$ cat src/rtl/fpq_pkg.sv
package fpq_pkg;
    parameter int NREG  = 8;
    parameter int TAG_W = 4;
    localparam int REG_W = $clog2(NREG);

    typedef enum logic [1:0] {
        OPC_ARITH = 2'd0,
        OPC_LOAD  = 2'd1,
        OPC_STORE = 2'd2,
        OPC_MOVE  = 2'd3
    } opc_e;

    typedef struct packed {
        opc_e             cls;
        logic             second;
        logic [REG_W-1:0] src;
        logic [REG_W-1:0] dst;
        logic [TAG_W-1:0] tag;
    } op_t;
endpackage

$ cat src/rtl/fpq_stage.sv
module fpq_stage
    import fpq_pkg::*;
#(
    parameter int CNT_W = 2
) (
    input  logic             clk,
    input  logic             rst_n,
    input  logic             enter_i,
    input  op_t              info_i,
    input  logic [CNT_W-1:0] lat_i,
    input  logic             leave_i,
    output logic             busy_o,
    output logic             done_o,
    output logic             work_o,
    output op_t              info_o
);
    typedef enum logic [1:0] {STG_EMPTY, STG_WORK, STG_HELD} stg_e;

    stg_e             st_q, st_d;
    logic [CNT_W-1:0] cnt_q;
    op_t              info_q;

    // state register
    always_ff @(posedge clk) begin
        if (!rst_n) st_q <= STG_EMPTY;
        else        st_q <= st_d;
    end

    // latency counter and carried operation
    always_ff @(posedge clk) begin
        if (!rst_n) begin
            cnt_q  <= '0;
            info_q <= '0;
        end else if (enter_i) begin
            cnt_q  <= lat_i - CNT_W'(1);
            info_q <= info_i;
        end else if (st_q == STG_WORK && cnt_q != '0) begin
            cnt_q  <= cnt_q - CNT_W'(1);
        end
    end

    // next state
    always_comb begin
        st_d = st_q;
        unique case (st_q)
            STG_EMPTY: if (enter_i) st_d = STG_WORK;
            STG_WORK: begin
                if (cnt_q == '0) begin
                    if (leave_i) st_d = enter_i ? STG_WORK : STG_EMPTY;
                    else         st_d = STG_HELD;
                end
            end
            STG_HELD: if (leave_i) st_d = enter_i ? STG_WORK : STG_EMPTY;
            default:  st_d = STG_EMPTY;
        endcase
    end

    // outputs
    always_comb begin
        busy_o = (st_q != STG_EMPTY);
        work_o = (st_q == STG_WORK);
        done_o = (st_q == STG_HELD) || (st_q == STG_WORK && cnt_q == '0);
        info_o = info_q;
    end
endmodule

$ cat src/rtl/fpq_scoreboard.sv
module fpq_scoreboard
    import fpq_pkg::*;
(
    input  logic             clk,
    input  logic             rst_n,
    input  logic             set_en,
    input  logic [REG_W-1:0] set_idx,
    input  logic             clr_en,
    input  logic [REG_W-1:0] clr_idx,
    input  logic             src_en,
    input  logic [REG_W-1:0] src_idx,
    input  logic             dst_en,
    input  logic [REG_W-1:0] dst_idx,
    output logic             conflict_o,
    output logic [NREG-1:0]  busy_o
);
    logic [NREG-1:0] busy_q;

    for (genvar g = 0; g < NREG; g++) begin : g_reg
        always_ff @(posedge clk) begin
            if (!rst_n)
                busy_q[g] <= 1'b0;
            else if (set_en && set_idx == REG_W'(g))
                busy_q[g] <= 1'b1;
            else if (clr_en && clr_idx == REG_W'(g))
                busy_q[g] <= 1'b0;
        end
    end

    always_comb begin
        conflict_o = (src_en && busy_q[src_idx]) || (dst_en && busy_q[dst_idx]);
        busy_o     = busy_q;
    end
endmodule

$ cat src/rtl/fpq_seq.sv
module fpq_seq
    import fpq_pkg::*;
#(
    parameter int LAT_CV = 2,
    parameter int LAT_EX = 3,
    parameter int LAT_WB = 1
) (
    input  logic             clk,
    input  logic             rst_n,
    input  logic             op_valid,
    output logic             op_ready,
    input  logic [1:0]       op_class,
    input  logic [REG_W-1:0] op_src,
    input  logic [REG_W-1:0] op_dst,
    input  logic [TAG_W-1:0] op_tag,
    output logic             iu_release,
    output logic [TAG_W-1:0] iu_release_tag,
    output logic             st_done,
    output logic [TAG_W-1:0] st_tag,
    output logic             wb_valid,
    output logic [REG_W-1:0] wb_reg,
    output logic [TAG_W-1:0] wb_tag,
    output logic             cv_en,
    output logic             ex_en,
    output logic             wb_en
);
    localparam int LAT_M1  = (LAT_CV > LAT_EX) ? LAT_CV : LAT_EX;
    localparam int LAT_MAX = (LAT_M1 > LAT_WB) ? LAT_M1 : LAT_WB;
    localparam int CNT_W   = $clog2(LAT_MAX + 1);

    typedef enum logic {ISS_OPEN, ISS_CONV} iss_e;

    iss_e iss_q, iss_d;

    op_t  new_op, recirc_op, cv_in, cv_info, ex_info, wb_info;
    logic cv_busy, cv_done, cv_work;
    logic ex_busy, ex_done, ex_work;
    logic wb_busy, wb_done, wb_work;
    logic fire, recirc, wb_first, wb_leave, wb_free;
    logic ex_leave, ex_free, cv_store, cv_leave, cv_enter;
    logic conflict, conv_pend;
    logic [CNT_W-1:0] ex_lat;
    logic [NREG-1:0]  sb_busy;

    // incoming operation
    always_comb begin
        new_op.cls    = opc_e'(op_class);
        new_op.second = 1'b0;
        new_op.src    = op_src;
        new_op.dst    = op_dst;
        new_op.tag    = op_tag;
        recirc_op        = wb_info;
        recirc_op.second = 1'b1;
    end

    // movement between stages, back to front
    always_comb begin
        wb_first = (wb_info.cls == OPC_LOAD) && !wb_info.second;
        recirc   = wb_done && wb_first && !cv_busy;
        wb_leave = wb_done && (!wb_first || recirc);
        wb_free  = !wb_busy || wb_leave;
        ex_leave = ex_done && wb_free;
        ex_free  = !ex_busy || ex_leave;
        cv_store = (cv_info.cls == OPC_STORE);
        cv_leave = cv_done && (cv_store || ex_free);
        ex_lat   = (cv_info.cls == OPC_MOVE) ? CNT_W'(1) : CNT_W'(LAT_EX);
    end

    // issue controller: state register
    always_ff @(posedge clk) begin
        if (!rst_n) iss_q <= ISS_OPEN;
        else        iss_q <= iss_d;
    end

    // issue controller: next state
    always_comb begin
        iss_d = iss_q;
        unique case (iss_q)
            ISS_OPEN: if (fire && new_op.cls == OPC_LOAD) iss_d = ISS_CONV;
            ISS_CONV: if (recirc) iss_d = ISS_OPEN;
            default:  iss_d = ISS_OPEN;
        endcase
    end

    // issue controller: outputs
    always_comb begin
        conv_pend = (iss_q == ISS_CONV);
        op_ready  = !conv_pend && !cv_busy && !conflict && !recirc;
        fire      = op_valid && op_ready;
        cv_enter  = fire || recirc;
        cv_in     = recirc ? recirc_op : new_op;
    end

    fpq_scoreboard u_sb (
        .clk        (clk),
        .rst_n      (rst_n),
        .set_en     (fire && new_op.cls != OPC_STORE),
        .set_idx    (op_dst),
        .clr_en     (wb_valid),
        .clr_idx    (wb_info.dst),
        .src_en     (new_op.cls != OPC_LOAD),
        .src_idx    (op_src),
        .dst_en     (new_op.cls != OPC_STORE),
        .dst_idx    (op_dst),
        .conflict_o (conflict),
        .busy_o     (sb_busy)
    );

    fpq_stage #(.CNT_W(CNT_W)) u_cv (
        .clk(clk), .rst_n(rst_n), .enter_i(cv_enter), .info_i(cv_in),
        .lat_i(CNT_W'(LAT_CV)), .leave_i(cv_leave), .busy_o(cv_busy),
        .done_o(cv_done), .work_o(cv_work), .info_o(cv_info)
    );

    fpq_stage #(.CNT_W(CNT_W)) u_ex (
        .clk(clk), .rst_n(rst_n), .enter_i(cv_leave && !cv_store), .info_i(cv_info),
        .lat_i(ex_lat), .leave_i(ex_leave), .busy_o(ex_busy),
        .done_o(ex_done), .work_o(ex_work), .info_o(ex_info)
    );

    fpq_stage #(.CNT_W(CNT_W)) u_wb (
        .clk(clk), .rst_n(rst_n), .enter_i(ex_leave), .info_i(ex_info),
        .lat_i(CNT_W'(LAT_WB)), .leave_i(wb_leave), .busy_o(wb_busy),
        .done_o(wb_done), .work_o(wb_work), .info_o(wb_info)
    );

    // completion and release outputs
    always_comb begin
        st_done        = cv_leave && cv_store;
        st_tag         = cv_info.tag;
        wb_valid       = wb_leave && !wb_first;
        wb_reg         = wb_info.dst;
        wb_tag         = wb_info.tag;
        iu_release     = (fire && new_op.cls != OPC_STORE) || st_done;
        iu_release_tag = st_done ? cv_info.tag : op_tag;
        cv_en          = cv_work;
        ex_en          = ex_work;
        wb_en          = wb_work;
    end
endmodule

$ cat config.mk
export PLATFORM = sky130hd
export DESIGN_NAME = fpq_seq
export DESIGN_NICKNAME = d
export VERILOG_FILES = /design/src/rtl/fpq_pkg.sv /design/src/rtl/fpq_stage.sv /design/src/rtl/fpq_scoreboard.sv /design/src/rtl/fpq_seq.sv
export SDC_FILE = /design/constraint.sdc
export NUM_CORES = 1
export LEC_CHECK = 0
export BUFFER_PORTS_ARGS = -buffer_cell sky130_fd_sc_hd__buf_2
export CAP_MARGIN = 25
export CORE_UTILIZATION = 45
export CTS_CLUSTER_DIAMETER = 60
export DETAILED_ROUTE_END_ITERATION = 8
export GPL_TIMING_DRIVEN = 0
export PLACE_DENSITY = 0.65
export SLEW_MARGIN = 20
export SYNTH_ARGS = -nofsm -noshare
export SYNTH_HDL_FRONTEND = slang
export SYNTH_SLANG_ARGS = --single-unit
$ cat constraint.sdc
create_clock -name clk -period 2.84 [get_ports clk]
set_input_delay 0.142 -clock clk [delete_from_list [all_inputs] [get_ports clk]]
set_output_delay 0.142 -clock clk [all_outputs]
set_load 0.005 [all_outputs]
==> out/results.txt, run 1 <==
Max_cap viols - 0
Num ports - 37
1st-iter DRT viols - 73
Tot Pwr - 0.001404 W
Synth Flop Type - dfxtp_1
Site row count - 26
Ant diodes - 0
Final count of hold timing violations - 0
Commonest non-fill, non-tap cell in the layout - dfxtp_1
Crit. End Element - primary output
Vias per inst - 5.297
Post-route antenna net violation count - 0
Clock Skews - 0.005044 ns
Synth Area in XOR/XNOR - 0.006965
Cells after synthesis - 280
Syn_nets - 297
Seq cells post-synth - 51
PostCTS Resize Cnt - 0
# fillers - 515
Worst Tran Pin Value - 0.5752 ns
Post-synth EDFFs - 0
Critical Path AT - 2.44 ns
Core ar. - 0.005238 mm²
Num CTS Buffers - 5
Setup crit start - u_wb.cnt_q[0]
Final Slew Violations - 0
Worst setup SP type - register
Power Dens Cells - 489.0 mW/mm²
Clock transition at path regs - 0.09 ns
Critical path class - reg -> out
Die H - 76.76 µm
Worst R2R Start - u_wb.cnt_q[0]
WL final - 5462 µm
Total number of vias - 2071
Slew HR - 0.6165
Post-Layout Cell Count - 391
Initial core utilization - 0.4802
Largest buffer count on any clock path - 2
Placed instance count - 383
Synth Area in Adders - 0.009950
Max frequency - 0.3868 GHz
Post-synthesis compound-gate area fraction - 0.1353
Setup bufs post-CTS - 0
Vias in the first global route - 1918
Register area - 0.001021 mm²
IO Port Bufs - 33
Run status - finished clean
Max IR drop VDD - 353.0 µV
Cell Area, Synth - 0.002515 mm²
Synth Area in Simple Gates - 0.2035
Die area - 0.005891 mm²
Share of cells above drive strength 1 - 0.2150
Total Routing Usage GR - 0.1928
Drt wl/cell - 13.97 µm
Most frequent cells in the layout - dfxtp_1 (51), buf_2 (36), mux2i_1 (31)
Synth-to-Final Area Change - 14.18%
Clk_lat worst skew - 0.30 ns
Required time of the critical path - 2.70 ns
RSZ-0062 raised after global routing - false
First-pass GRT wire length - 9121 µm
Yosys warnings - 0
Hold path startpoint - op_class[1]
Largest net degree at the start of global routing - 16
Hold WS - 0.1351 ns
Total Nets Final - 337
Die span in x - 76.76 µm
Final period util - 0.9102
Largest family of logic cells by synthesized area - simple AND/OR/NAND/NOR gates
Overflow after GRT - 0
DRC - 0
Initial antenna violation count - 0
Final core occ - 0.5483
Number of distinct library cells after synthesis - 44
Sink Count - 51
Final HPWL DP - 4003 µm
H-tree depth - 2
Pleak - 1.193 nW
GPL Wtd Cong - 0.7873
Crit Path Max Fanout - 10
CTS root buf - clkbuf_8
Multi-input logic area - 0.001295 mm²
Post-synthesis mux area share - 0.1592
Setup TNS - 0 ns
Tmin final - 2.585 ns
Post-synthesis sequential area ratio - 0.4060
First-pass DRT Iterations - 4
CTS Hold Bufs - 0
HP Class - in -> reg
CTS tree - done
Endpoints failing setup - 0
Ys async rst share - 0
Syn_area_per_cell - 8.982 µm²
## routing by layer
metal,vias to the layer above,track usage,share of wire,routed length (µm)
li1,1049,-,-,-
met1,972,0.2509,0.51,2773
met2,46,0.3321,0.45,2468
met3,4,0.03690,0.034,187
met4,0,0.03462,0.0057,31
met5,-,0,0,0
## sequential cells by signal, indices dropped and copies added, names as in the netlist
register / flops
u_cv.info_o: 10
u_ex.info_o: 10
u_wb.info_o: 10
u_sb.busy_o: 8
u_cv.cnt_q: 2
u_cv.st_q: 2
u_ex.cnt_q: 2
u_ex.st_q: 2
u_wb.cnt_q: 2
u_wb.st_q: 2
conv_pend: 1
## cell families (layout without fill, tap and decap cells)
family	after synthesis	in the layout
compound gates	56	56
xor+xnor	2	2
mux	37	37
fa+ha+maj	2	2
simple gates	96	96
buf+inv	36	77
flops	51	51
## metrics by stage
step | area, µm² | setup WS [ns]
4_1_cts | 2872 | 0.2235
3_5_place_dp | 2768 | 0.5642
2_1_floorplan | 2515 | 0.8006
5_1_grt | 2872 | 0.1035
6_report | 2872 | 0.2550
3_3_place_gp | 2768 | 0.5554
## power by group
part           switching [W]  leakage [nW]  internal [W]
Clock               0.000239        0.0505      0.000222
Sequential         0.0000163         0.413      0.000736
Combinational       0.000102         0.730     0.0000885
## layout make-up
| type | count | area share |
|---|---|---|
| clock buffers | 7 | 0.03355 |
| repair buffers | 33 | 0.05752 |
| well taps | 70 | 0.03050 |
| clock inverters | 1 | 0.002614 |
| plain buffers | 27 | 0.05752 |
| multi-input cells | 193 | 0.4510 |
| inverters | 9 | 0.01176 |
| flip-flops and latches | 51 | 0.3556 |
## path summary, 6_finish.rpt
| path | to | slack, ns | cells past startpoint |
|---|---|---|---|
| worst max-delay path | iu_release | 0.25 | 10 |
| worst min-delay path | u_cv.info_o[12] | 0.14 | 3 |
| worst max register to register | u_sb.busy_o[3] | 0.59 | 9 |
| worst min register to register | u_cv.info_o[10] | 0.46 | 2 |
## worst max-delay path, cell delays in order, from the launching register on
cell and delay [ns]:
dfxtp_1 0.35, inv_1 0.05, ha_1 0.21, and3b_1 0.18, o21a_1 0.20, nor4_2 0.32, nand4b_4 0.15, buf_6 0.16
buf_2 0.21, o21bai_1 0.17, buf_2 0.14
## cells in the mapped netlist (3+ instances only)
cell type | instances | area [µm²]
mux2i_1 | 31 | 310.3
mux2_2 | 4 | 45.04
nor3_1 | 3 | 15.01
nand2b_1 | 6 | 37.54
buf_2 | 3 | 15.01
a21oi_1 | 22 | 110.1
o21ai_0 | 17 | 85.08
nor2_1 | 26 | 97.59
nor2b_1 | 11 | 68.82
nand2_1 | 26 | 97.59
dfxtp_1 | 51 | 1021
inv_1 | 8 | 30.03
or4_1 | 4 | 30.03
clkbuf_1 | 10 | 37.54
buf_4 | 12 | 90.09
nor3b_1 | 4 | 30.03
or3_1 | 3 | 18.77
o21bai_1 | 3 | 22.52
(Power assumes the default switching activity.)
==> run 2: changes to the inputs <==
--- a/config.mk
+++ b/config.mk
@@ -10,8 +10,11 @@
 export CORE_UTILIZATION = 45
 export CTS_CLUSTER_DIAMETER = 60
 export DETAILED_ROUTE_END_ITERATION = 8
+export GPL_ROUTABILITY_DRIVEN = 0
 export GPL_TIMING_DRIVEN = 0
+export MAX_ROUTING_LAYER = met4
 export PLACE_DENSITY = 0.65
+export SETUP_SLACK_MARGIN = 0.05
 export SLEW_MARGIN = 20
 export SYNTH_ARGS = -nofsm -noshare
 export SYNTH_HDL_FRONTEND = slang
==> run 2 against run 1 <==
Net effect: maximum frequency hardly changed; final cell count unchanged; setup slack got worse by 0.0020 ns; clock power hardly changed; combinational power about the same; largest power group unchanged.
==> out/results.txt, run 2 (synthesized netlist as in run 1, its figures left out) <==
Die area - 0.005891 mm²
Pleak - 1.193 nW
Initial antenna violation count - 0
PostCTS Resize Cnt - 0
RSZ-0062 raised after global routing - false
Num ports - 37
Initial core utilization - 0.4802
Die H - 76.76 µm
Final period util - 0.9109
First-pass GRT wire length - 9142 µm
Total Nets Final - 337
Synth-to-Final Area Change - 14.18%
First-pass DRT Iterations - 4
Hold WS - 0.1352 ns
Critical Path AT - 2.45 ns
Tmin final - 2.587 ns
Crit Path Max Fanout - 10
CTS tree - done
H-tree depth - 2
Setup bufs post-CTS - 0
Vias per inst - 5.256
Vias in the first global route - 1920
Clock Skews - 0.005696 ns
1st-iter DRT viols - 68
CTS root buf - clkbuf_8
Total Routing Usage GR - 0.1986
Final count of hold timing violations - 0
Drt wl/cell - 14.01 µm
Most frequent cells in the layout - dfxtp_1 (51), buf_2 (36), mux2i_1 (31)
Overflow after GRT - 0
Final Slew Violations - 0
Core ar. - 0.005238 mm²
Clock transition at path regs - 0.09 ns
IO Port Bufs - 33
Max IR drop VDD - 352.7 µV
Critical path class - reg -> out
DRC - 0
Clk_lat worst skew - 0.30 ns
Power Dens Cells - 488.8 mW/mm²
Slew HR - 0.6132
WL final - 5477 µm
Endpoints failing setup - 0
Num CTS Buffers - 5
Run status - finished clean
Max_cap viols - 0
# fillers - 515
Multi-input logic area - 0.001295 mm²
Setup TNS - 0 ns
Sink Count - 51
Largest net degree at the start of global routing - 16
Share of cells above drive strength 1 - 0.2150
HP Class - in -> reg
Site row count - 26
Die span in x - 76.76 µm
Final core occ - 0.5483
Total number of vias - 2055
Max frequency - 0.3865 GHz
Crit. End Element - primary output
Post-route antenna net violation count - 0
Pre-CTS WS - 0.5642 ns
Largest buffer count on any clock path - 2
Ant diodes - 0
Setup ws final - 0.2530 ns
Register area - 0.001021 mm²
CTS Hold Bufs - 0
Final HPWL DP - 4003 µm
Commonest non-fill, non-tap cell in the layout - dfxtp_1
Worst Tran Pin Value - 0.5802 ns
Required time of the critical path - 2.70 ns
Worst setup SP type - register
run 2: report_power, final:
| part | switching, W | leakage (nW) | internal, W |
|---|---|---|---|
| clock | 0.000238 | 0.0505 | 0.000222 |
| sequential | 0.0000162 | 0.413 | 0.000736 |
| combinational | 0.000102 | 0.730 | 0.0000885 |
| total | 0.000357 | 1.19 | 0.00105 |
run 2: metrics by stage:
stage | cells | area [µm²] | power [W]
2_1_floorplan | 280 | 2515 | 0.0009011
3_3_place_gp | 383 | 2768 | 0.0009584
3_5_place_dp | 383 | 2768 | 0.0009604
4_1_cts | 391 | 2872 | 0.001412
5_1_grt | 391 | 2872 | 0.001468
6_report | 391 | 2872 | 0.001404
run 2: path summary, 6_finish.rpt:
path / from / end / slack, ns / cells after the start
worst max-delay path: u_wb.cnt_q[0] / iu_release / 0.25 / 10
worst min-delay path: op_class[1] / u_cv.info_o[12] / 0.14 / 3
worst max register to register: u_wb.cnt_q[0] / u_sb.busy_o[3] / 0.59 / 9
worst min register to register: u_cv.info_o[10] / u_cv.info_o[10] / 0.46 / 2
run 2: area by class of cell:
cell class / count / share of cell area
Buffer: 27 / 0.05752
Inverter: 9 / 0.01176
Sequential cell: 51 / 0.3556
Clock inverter: 1 / 0.002614
Clock buffer: 7 / 0.03355
Timing Repair Buffer: 33 / 0.05752
Tap cell: 70 / 0.03050
Multi-Input combinational cell: 193 / 0.4510
run 2: routing by layer:
layer / wire length [µm] / track usage
met1: 2790 / 0.2517
met2: 2473 / 0.3321
met3: 196 / 0.03690
met4: 17 / 0.03462
met5: 0 / -
run 2: worst max-delay path, cell delays in order (launching register included):
cell and delay [ns]:
dfxtp_1 0.35, inv_1 0.05, ha_1 0.21, and3b_1 0.18, o21a_1 0.20, nor4_2 0.32
nand4b_4 0.15, buf_6 0.16, buf_2 0.21, o21bai_1 0.17, buf_2 0.14
